### config.mk
export PLATFORM = sky130hd
export DESIGN_NAME = rx_glitch_filter
export DESIGN_NICKNAME = d
export VERILOG_FILES = /design/src/rtl/rx_glitch_filter.sv
export SDC_FILE = /design/constraint.sdc
export NUM_CORES = 1
export LEC_CHECK = 0
export ABC_AREA = 1
export BUFFER_PORTS_ARGS = -buffer_cell sky130_fd_sc_hd__clkbuf_2
export CORE_MARGIN = 2
export CORE_UTILIZATION = 40
export DETAILED_ROUTE_END_ITERATION = 8
export PLACE_DENSITY = 0.67
export SLEW_MARGIN = 10
export SYNTH_ARGS = -nofsm -noshare
export SYNTH_HDL_FRONTEND = slang
export SYNTH_SLANG_ARGS = --single-unit
### constraint.sdc
create_clock -name clk -period 2.12 [get_ports clk]
set_input_delay 0.424 -clock clk [delete_from_list [all_inputs] [get_ports clk]]
set_output_delay 0.424 -clock clk [all_outputs]
set_load 0.02 [all_outputs]
### src/rtl/rx_glitch_filter.sv
module rx_glitch_filter #(
  parameter int PRE_W       = 9,
  parameter int CNT_W       = 6,
  parameter int SYNC_STAGES = 2,
  parameter int FLOOR       = 15
) (
  input  logic             clk,
  input  logic             rst_n,
  input  logic             rx_raw,
  input  logic [PRE_W-1:0] prescale,
  output logic             rx_filt
);
  localparam logic [PRE_W-1:0] FLOOR_V = PRE_W'(FLOOR);

  logic [SYNC_STAGES-1:0] sync_q;
  logic                   rx_s;
  logic [CNT_W-1:0]       cnt_q, cnt_d, top;
  logic                   above, at_top, at_zero, filt_d;

  assign top     = CNT_W'((prescale >> 3) | FLOOR_V);
  assign rx_s    = sync_q[SYNC_STAGES-1];
  assign above   = cnt_q > top;
  assign at_top  = cnt_q >= top;
  assign at_zero = cnt_q == '0;

  always_ff @(posedge clk or negedge rst_n)
    if (!rst_n) sync_q <= '0;
    else        sync_q <= {sync_q[SYNC_STAGES-2:0], rx_raw};

  always_comb begin
    if (rx_s)         cnt_d = at_top ? top : cnt_q + 1'b1;
    else if (at_zero) cnt_d = '0;
    else if (above)   cnt_d = top - 1'b1;
    else              cnt_d = cnt_q - 1'b1;
  end

  always_comb begin
    if (cnt_d == top || above) filt_d = 1'b1;
    else if (cnt_d == '0)      filt_d = 1'b0;
    else                       filt_d = rx_filt;
  end

  always_ff @(posedge clk or negedge rst_n)
    if (!rst_n) begin
      cnt_q   <= '0;
      rx_filt <= 1'b0;
    end else begin
      cnt_q   <= cnt_d;
      rx_filt <= filt_d;
    end
endmodule


==> impl_metrics.tcl, run 1 <==
set metrics [dict create \
    status "finished, final reports clean" \
    synth_seq_area_share 0.284 \
    num-nets-final 156 \
    clk_latency_ps 260 \
    fmax_mhz 530 \
    row_count 16 \
    reg2regPathDepth 13 \
    synth.area.top_cells "dfrtp_1, nand2_1, ha_1" \
    cts_setup_buffers 0 \
    synth_edf_count 0 \
    r2r_start "cnt_q[5]" \
    drc 0 \
    synth_common_cells "nand2_1, inv_1, nor2_1" \
    path_class "reg2reg" \
    fill_cells 211 \
    cts_resized 0 \
    grt_pass1_vias 720 \
    clk_pin_slew_ps 70 \
    tightest_slew_ps 302 \
    synth_flop_cell "dfrtp_1" \
    dp_cells 161 \
    avgSynthCellArea_um2 6.40 \
    io_pins 13 \
    firstDrtPassIters 4 \
    synth_cell_type_count 19 \
    pre_cts_ws_ps 61.8 \
    setup_tns_ps 0 \
    critPathRequiredTime_ps 2250 \
    cts_buffer_depth 2 \
    grt_max_degree 10 \
    drt-initial-drc-count 5 \
    htree_levels 1 \
    relSlewSlack 0.798 \
    vdd_drop_max_uv 737 \
    worstPathArrival_ps 2020 \
    power_density_nw_per_um2 1430 \
    startpoint "cnt_q[5]" \
    rsz0062_at_grt "false" \
    root_buffer "clkbuf_4" \
    finalSetupViolations 0 \
    drv_cap 0 \
    cts_tree "yes" \
    ant_nets 0 \
    area_growth_syn_to_layout_pct 17.7 \
    drt-wirelength-per-cell_um 9.72 \
    yosysWarnings 0 \
    die_h_um 48.5 \
    wl_um 1600 \
    cp-start-kind "flop" \
    yosysTopAreaCell "dfrtp_1" \
    fin_util 0.486 \
    r2r_end "rx_filt" \
    start_util 0.413 \
    die_x_um 48.5 \
    via_per_inst 4.61 \
    synth_seq_cells 9 \
    drive_gt1_frac 0.196 \
    gp_congestion 0.853 \
    multiInputGateArea_um2 512 \
    cts_made_buffers 3 \
    stdcell_count 165 \
    fin_ws_ps 232 \
    gr-total-overflow 0 \
    regArea_um2 226 \
    power.leakage_uw 0.000516 \
    synth.most_common_cell "nand2_1" \
    io_buffers 5 \
    grt_pass1_wl_um 2860 \
    fin_area_um2 933 \
    syn-cell-area_um2 793 \
    coreArea_um2 1920 \
    timing_hold_violations_final 0 \
    vias 761 \
    grt_antenna_before_repair 0 \
    clock_sinks 9 \
    hold_buffers 0 \
    synth_top_area_share 0.284 \
    fp.dieArea_um2 2360 \
    synthCells 124 \
    grt_usage 0.149 \
    dp_hpwl_um 1300 \
    fin_crit_ps 1890 \
    synth_fp_nets 141 \
    path_max_fanout 7 \
    finalClockSkew_ps 2.79 \
    min_period_over_period 0.891 \
    post_dp_cell_area_um2 883 \
    r2r_slack_ps 230 \
    antenna_cells 0 \
    synth-async-reset-ratio 1.00 \
    drv_slew 0 \
    end_kind "flop" \
    hp-class "in2async" \
]
==> through the flow <==
step                hold slack, ps  power, uW
floorplan                      128        964
global placement               289       1150
detailed placement             290       1160
CTS                           5.56       1300
global route                  19.1       1500
finish                        7.95       1330
==> cells in the final DEF (no fill, tap or decap), drive strengths merged <==
| master | count |
|---|---|
| and2 | 1 |
| buf | 6 |
| nor2 | 14 |
| xnor2 | 2 |
| o21ai | 4 |
| nand2 | 52 |
| clkbuf | 8 |
| nand3 | 13 |
| clkinv | 1 |
| inv | 17 |
| a21oi | 3 |
| xor2 | 1 |
| nand4 | 2 |
| dfrtp | 9 |
| ha | 5 |
==> per-layer routing <==
| layer | track usage | up-vias | wire length [um] |
|---|---|---|---|
| li1 | - | 413 | - |
| met1 | 0.187 | 330 | 736 |
| met2 | 0.269 | 14 | 792 |
| met3 | 0.00926 | 4 | 38 |
| met4 | 0.0524 | 0 | 34 |
| met5 | 0 | - | 0 |
==> where the power goes <==
group | switching (uW) | total [uW] | internal [uW]
sequential | 97.2 | 335 | 238
clock | 60.9 | 130 | 69.5
combinational | 521 | 868 | 346
total | 679 | 1330 | 654
==> state kept, by name (all words and copies together) (netlist names) <==
| signal | flops |
|---|---|
| rx_filt | 1 |
| sync_q | 2 |
| cnt_q | 6 |
==> cells by family after synthesis <==
| kind of cell | share of synthesized area |
|---|---|
| adders and majority gates | 0.0789 |
| buffers and inverters | 0.0978 |
| and+or+nand+nor | 0.443 |
| xor gates and xnor gates | 0.0331 |
| DFF | 0.284 |
| AOI/OAI and AO/OA | 0.0631 |
==> critical path: stages, from the launching register on <==
cell,delay [ps]
dfrtp_2,450
ha_4,290
nand2_1,60
nand2_1,140
buf_4,150
o21ai_4,80
nand2_1,80
nand2_1,50
nand2_1,60
nand2_2,80
a21oi_2,130
nand2_1,60
nand2_1,60
nand3_1,80
==> worst max-delay path by stage <==
stage / end
6_report: rx_filt
5_1_grt: rx_filt
4_1_cts: rx_filt
3_5_place_dp: rx_filt
3_3_place_gp: rx_filt
2_1_floorplan: rx_filt
==> final cells by class <==
cell class | instances | area share
clock buffer | 3 | 0.0241
clock inverter | 1 | 0.00536
inverter | 17 | 0.0684
multi-input combinational | 97 | 0.548
sequential | 9 | 0.243
tap | 27 | 0.0362
timing repair buffer | 11 | 0.0751
Note: power is estimated with default switching activity, not from simulation.
==> run 2: changes to the inputs <==
--- a/config.mk
+++ b/config.mk
@@ -5,7 +5,6 @@
 export SDC_FILE = /design/constraint.sdc
 export NUM_CORES = 1
 export LEC_CHECK = 0
-export ABC_AREA = 1
 export BUFFER_PORTS_ARGS = -buffer_cell sky130_fd_sc_hd__clkbuf_2
 export CORE_MARGIN = 2
 export CORE_UTILIZATION = 40
==> impl_metrics.tcl, run 2 <==
set metrics [dict create \
    status "finished, final reports clean" \
    gr-total-overflow 0 \
    fin_area_um2 1140 \
    fin_crit_ps 2040 \
    grt_pass1_vias 765 \
    layout_common_cells "buf_4, dfrtp_1, a21oi_1" \
    timing.critical_path.buf_inv 1 \
    fp.dieArea_um2 2500 \
    io_pins 13 \
    coreArea_um2 1980 \
    drv_slew 0 \
    cpMaxStageDelayCell "dfrtp_1" \
    power.leakage_uw 0.000491 \
    dp_cells 138 \
    fin_ws_ps 82.7 \
    post_dp_cell_area_um2 1030 \
    gp_congestion 0.885 \
    die_x_um 50.0 \
    drv_cap 0 \
    regMostFlops "cnt_q" \
    vdd_drop_max_uv 847 \
    cts_tree "yes" \
    synthCells 88 \
    holdWs_ps 14.1 \
    synth_cell_type_count 43 \
    min_period_over_period 0.961 \
    max_stage_delay_ps 410 \
    clk_latency_ps 250 \
    reg_top3 "cnt_q (6), sync_q (2), rx_filt (1)" \
    largest_reg_flops 6 \
    grt_antenna_before_repair 0 \
    avgSynthCellArea_um2 9.60 \
    drt-initial-drc-count 26 \
    crit_family "compound AO/OA/AOI/OAI gates" \
    layout_commonest_cell "buf_4" \
    grt_pass1_wl_um 3410 \
    drive_gt1_frac 0.410 \
    via_per_inst 5.28 \
    syn-cell-area_um2 845 \
    regArea_um2 225 \
    io_buffers 5 \
    grt_usage 0.181 \
    synth_common_cells "dfrtp_1, a21oi_1" \
    ant_nets 0 \
    grt_max_degree 10 \
    synth-async-reset-ratio 1.00 \
    end_kind "flop" \
    firstDrtPassIters 4 \
    vias 761 \
    path_max_fanout 5 \
    timing_hold_violations_final 0 \
    critPathRequiredTime_ps 2280 \
    worstPathArrival_ps 2190 \
    root_buffer "clkbuf_4" \
    drc 0 \
    htree_levels 1 \
    pre_cts_ws_ps -198 \
    hp-class "in2async" \
    synth_seq_area_share 0.267 \
    synth_edf_count 0 \
    stdcell_count 144 \
    synth.most_common_cell "dfrtp_1" \
    path_class "reg2reg" \
    fill_cells 179 \
    yosysTopAreaCell "dfrtp_1" \
    cts_buffer_depth 2 \
    dp_hpwl_um 1630 \
    synth_seq_cells 9 \
    num-nets-final 135 \
    synth_top_area_share 0.267 \
    multiInputGateArea_um2 639 \
    finalSetupViolations 0 \
    drt-wirelength-per-cell_um 15.0 \
    crit_cells 8 \
    row_count 16 \
    start_util 0.426 \
    synth.area.top_cells "dfrtp_1, ha_1, xor2_1" \
    finalClockSkew_ps 1.88 \
    crit_chain "ha_4, and2_4, buf_4, a21oi_1, o31a_1, o21ai_0, o31ai_1, o32ai_1" \
    fmax_mhz 491 \
    clk_pin_slew_ps 60 \
    area_growth_syn_to_layout_pct 35.1 \
    synth_fp_nets 105 \
    tightest_slew_ps 322 \
    clock_sinks 9 \
    cp-start-kind "flop" \
    power_density_nw_per_um2 1500 \
    die_h_um 50.0 \
    antenna_cells 0 \
    synth_flop_cell "dfrtp_1" \
    yosysWarnings 0 \
    reg2regPathDepth 8 \
    cts_made_buffers 3 \
    wl_um 2160 \
    relSlewSlack 0.782 \
]
-- run 2: worst paths after layout --
kind	start	end	slack (ps)
max reg2reg	cnt_q[5]	rx_filt	80
min reg2reg	sync_q[0]	sync_q[1]	350
min in group clk	rx_raw	sync_q[0]	280
max in group asynchronous	rst_n	cnt_q[0]	1920
min	rst_n	rx_filt	10
max	cnt_q[5]	rx_filt	80
-- run 2: layer usage --
metal	global-route usage	vias up	part of all wire
li1	-	384	-
met1	0.242	358	0.46
met2	0.300	17	0.49
met3	0.00909	2	0.040
met4	0.0833	0	0.0097
met5	0	-	0
-- run 2: cell type report --
type | count | share of cell area
clock buffers | 4 | 0.0230
inverters | 7 | 0.0230
multi-input cells | 70 | 0.560
flip-flops and latches | 9 | 0.197
well taps | 27 | 0.0296
repair buffers | 27 | 0.167
-- run 2: logic make-up after synthesis --
group                      after synthesis  share of synthesized area
muxes                                    1                     0.0119
and+or+nand+nor                         30                      0.236
adders and majority gates                5                     0.0741
xor gates and xnor gates                 9                     0.0933
buffers and inverters                    9                     0.0578
DFF                                      9                      0.267
AOI/OAI and AO/OA                       25                      0.261
-- run 2: through the flow --
stage	util	setup TNS (ps)	power (uW)
CTS	0.542	0	1580
global placement	0.520	-185	1380
global route	0.576	-19.4	1840
finish	0.576	0	1710
floorplan	-	0	1020
detailed placement	0.520	-198	1410
-- run 2: power by group --
| group | internal, uW | leakage, uW | total, uW | switching [uW] |
|---|---|---|---|---|
| sequential | 228 | 0.0000981 | 306 | 78.4 |
| combinational | 660 | 0.000378 | 1280 | 617 |
| clock | 72.2 | 0.0000150 | 127 | 54.5 |
| total | 960 | 0.000491 | 1710 | 750 |
-- run 2: what timing repair did --
action / 4_1_cts / 5_1_grt
buffers inserted: 0 / 2
gates resized for setup: 2 / 7
endpoints found under the setup margin: 1 / 1
pin swaps: 1 / 3
hold buffers: 0 / 0
==> run 3: changes to the inputs <==
--- a/config.mk
+++ b/config.mk
@@ -8,6 +8,7 @@
 export BUFFER_PORTS_ARGS = -buffer_cell sky130_fd_sc_hd__clkbuf_2
 export CORE_MARGIN = 2
 export CORE_UTILIZATION = 40
+export CTS_BUF_LIST = sky130_fd_sc_hd__clkbuf_16
 export DETAILED_ROUTE_END_ITERATION = 8
 export PLACE_DENSITY = 0.67
 export SLEW_MARGIN = 10
==> impl_metrics.tcl, run 3 (same netlist as run 2, synthesis figures left out) <==
set metrics [dict create \
    layout_commonest_cell "buf_4" \
    cp-start-kind "flop" \
    fp.dieArea_um2 2500 \
    multiInputGateArea_um2 662 \
    met2_length_um 1140 \
    clock_sinks 9 \
    htree_levels 1 \
    worstPathArrival_ps 2180 \
    timing_hold_violations_final 0 \
    wl_um 2230 \
    drv_slew 0 \
    regMostFlops "cnt_q" \
    critPathRequiredTime_ps 2260 \
    grt_pass1_vias 787 \
    vias 765 \
    largest_reg_flops 6 \
    num-nets-final 135 \
    area_growth_syn_to_layout_pct 44.0 \
    clk_latency_ps 230 \
    post_dp_cell_area_um2 1030 \
    path_class "reg2reg" \
    io_buffers 5 \
    fin_ws_ps 78.0 \
    drc 0 \
    crit_chain "ha_4, and2_4, buf_4, a21oi_1, o31a_1, o21ai_0, o31ai_1, o32ai_2" \
    drive_gt1_frac 0.444 \
    cts_made_buffers 3 \
    ant_nets 0 \
    gr-total-overflow 0 \
    io_pins 13 \
    drv_cap 0 \
    status "finished, final reports clean" \
    finalClockSkew_ps 1.42 \
    fmax_mhz 490 \
    end_kind "flop" \
    dp_hpwl_um 1630 \
    drt-wirelength-per-cell_um 15.5 \
    cts_tree "yes" \
    min_period_over_period 0.963 \
    grt_pass1_wl_um 3570 \
    cpMaxStageDelayCell "dfrtp_1" \
    die_x_um 50.0 \
    max_stage_delay_ps 410 \
    tightest_slew_ps 430 \
    root_buffer "clkbuf_16" \
    power.leakage_uw 0.000522 \
    grt_max_degree 10 \
    antenna_cells 0 \
    cts_buffer_depth 2 \
    highest_layer "met4" \
    pre_cts_ws_ps -198 \
    row_count 16 \
    clk_pin_slew_ps 40 \
    hp-class "in2async" \
    drt-met1-wl_um 1000 \
    grt_antenna_before_repair 0 \
    drt-initial-drc-count 11 \
    fin_area_um2 1220 \
    met3_wirelength_um 65 \
    die_h_um 50.0 \
    fin_crit_ps 2040 \
    gp_congestion 0.885 \
    regArea_um2 225 \
    path_max_fanout 5 \
    hold_buffers 0 \
    via_per_inst 5.31 \
    firstDrtPassIters 4 \
    vdd_drop_max_uv 989 \
    power_density_nw_per_um2 1600 \
    layout_common_cells "buf_4, dfrtp_1, inv_1, a21oi_1" \
    start_util 0.426 \
    reg_top3 "cnt_q (6), sync_q (2), rx_filt (1)" \
    coreArea_um2 1980 \
    finalSetupViolations 0 \
    grt_usage 0.191 \
    relSlewSlack 0.709 \
    fill_cells 165 \
]
## run 3: final cells by class
type,count,share of cell area
repair buffers,27,0.156
flip-flops and latches,9,0.185
multi-input cells,70,0.544
inverters,7,0.0216
clock inverters,1,0.00309
clock buffers,3,0.0617
well taps,27,0.0278
## run 3: metrics by stage
stage | hold slack, ps | utilization | power [uW] | std cells | setup TNS [ps]
global route | 67.2 | 0.614 | 2070 | 144 | -17.4
CTS | 49.4 | 0.569 | 1780 | 142 | 0
detailed placement | 291 | 0.520 | 1410 | 138 | -198
global placement | 287 | 0.520 | 1380 | 138 | -185
finish | 41.2 | 0.614 | 1940 | 144 | 0
floorplan | 128 | - | 1020 | 88 | 0
## run 3: critical path, delay by kind of cell (launching register included)
family | cells | cell delay (ps)
flip-flops | 1 | 410
AND/OR/NAND/NOR | 1 | 210
buffers and inverters | 1 | 130
adder cells (fa/ha/maj) | 1 | 310
AO/OA/AOI/OAI | 5 | 890
## run 3: metal layers
layer / GRT usage / vias to the layer above
met4: 0.0648 / 0
met5: 0 / -
met2: 0.324 / 13
li1: - / 387
met3: 0.0273 / 4
met1: 0.247 / 361
## run 3: final timing paths
path	startpoint	cells past startpoint	slack, ps	endpoint
max	cnt_q[5]	8	80	rx_filt
min	rst_n	1	40	rx_filt
max reg2reg	cnt_q[5]	8	80	rx_filt
min reg2reg	sync_q[0]	0	340	sync_q[1]
max in group asynchronous	rst_n	1	1890	cnt_q[2]
min in group clk	rx_raw	1	300	sync_q[0]
## run 3: what timing repair did
action / CTS / global route
pin swaps: 1 / 3
endpoints found under the setup margin: 1 / 1
cloned: 0 / 0
gates resized for setup: 2 / 12
buffers inserted: 0 / 2
## run 3: report_power, final
part	switching [uW]	internal [uW]	leakage, uW
logic	634	671	0.000381
clock network	77.5	246	0.0000423
registers	83.3	229	0.0000981
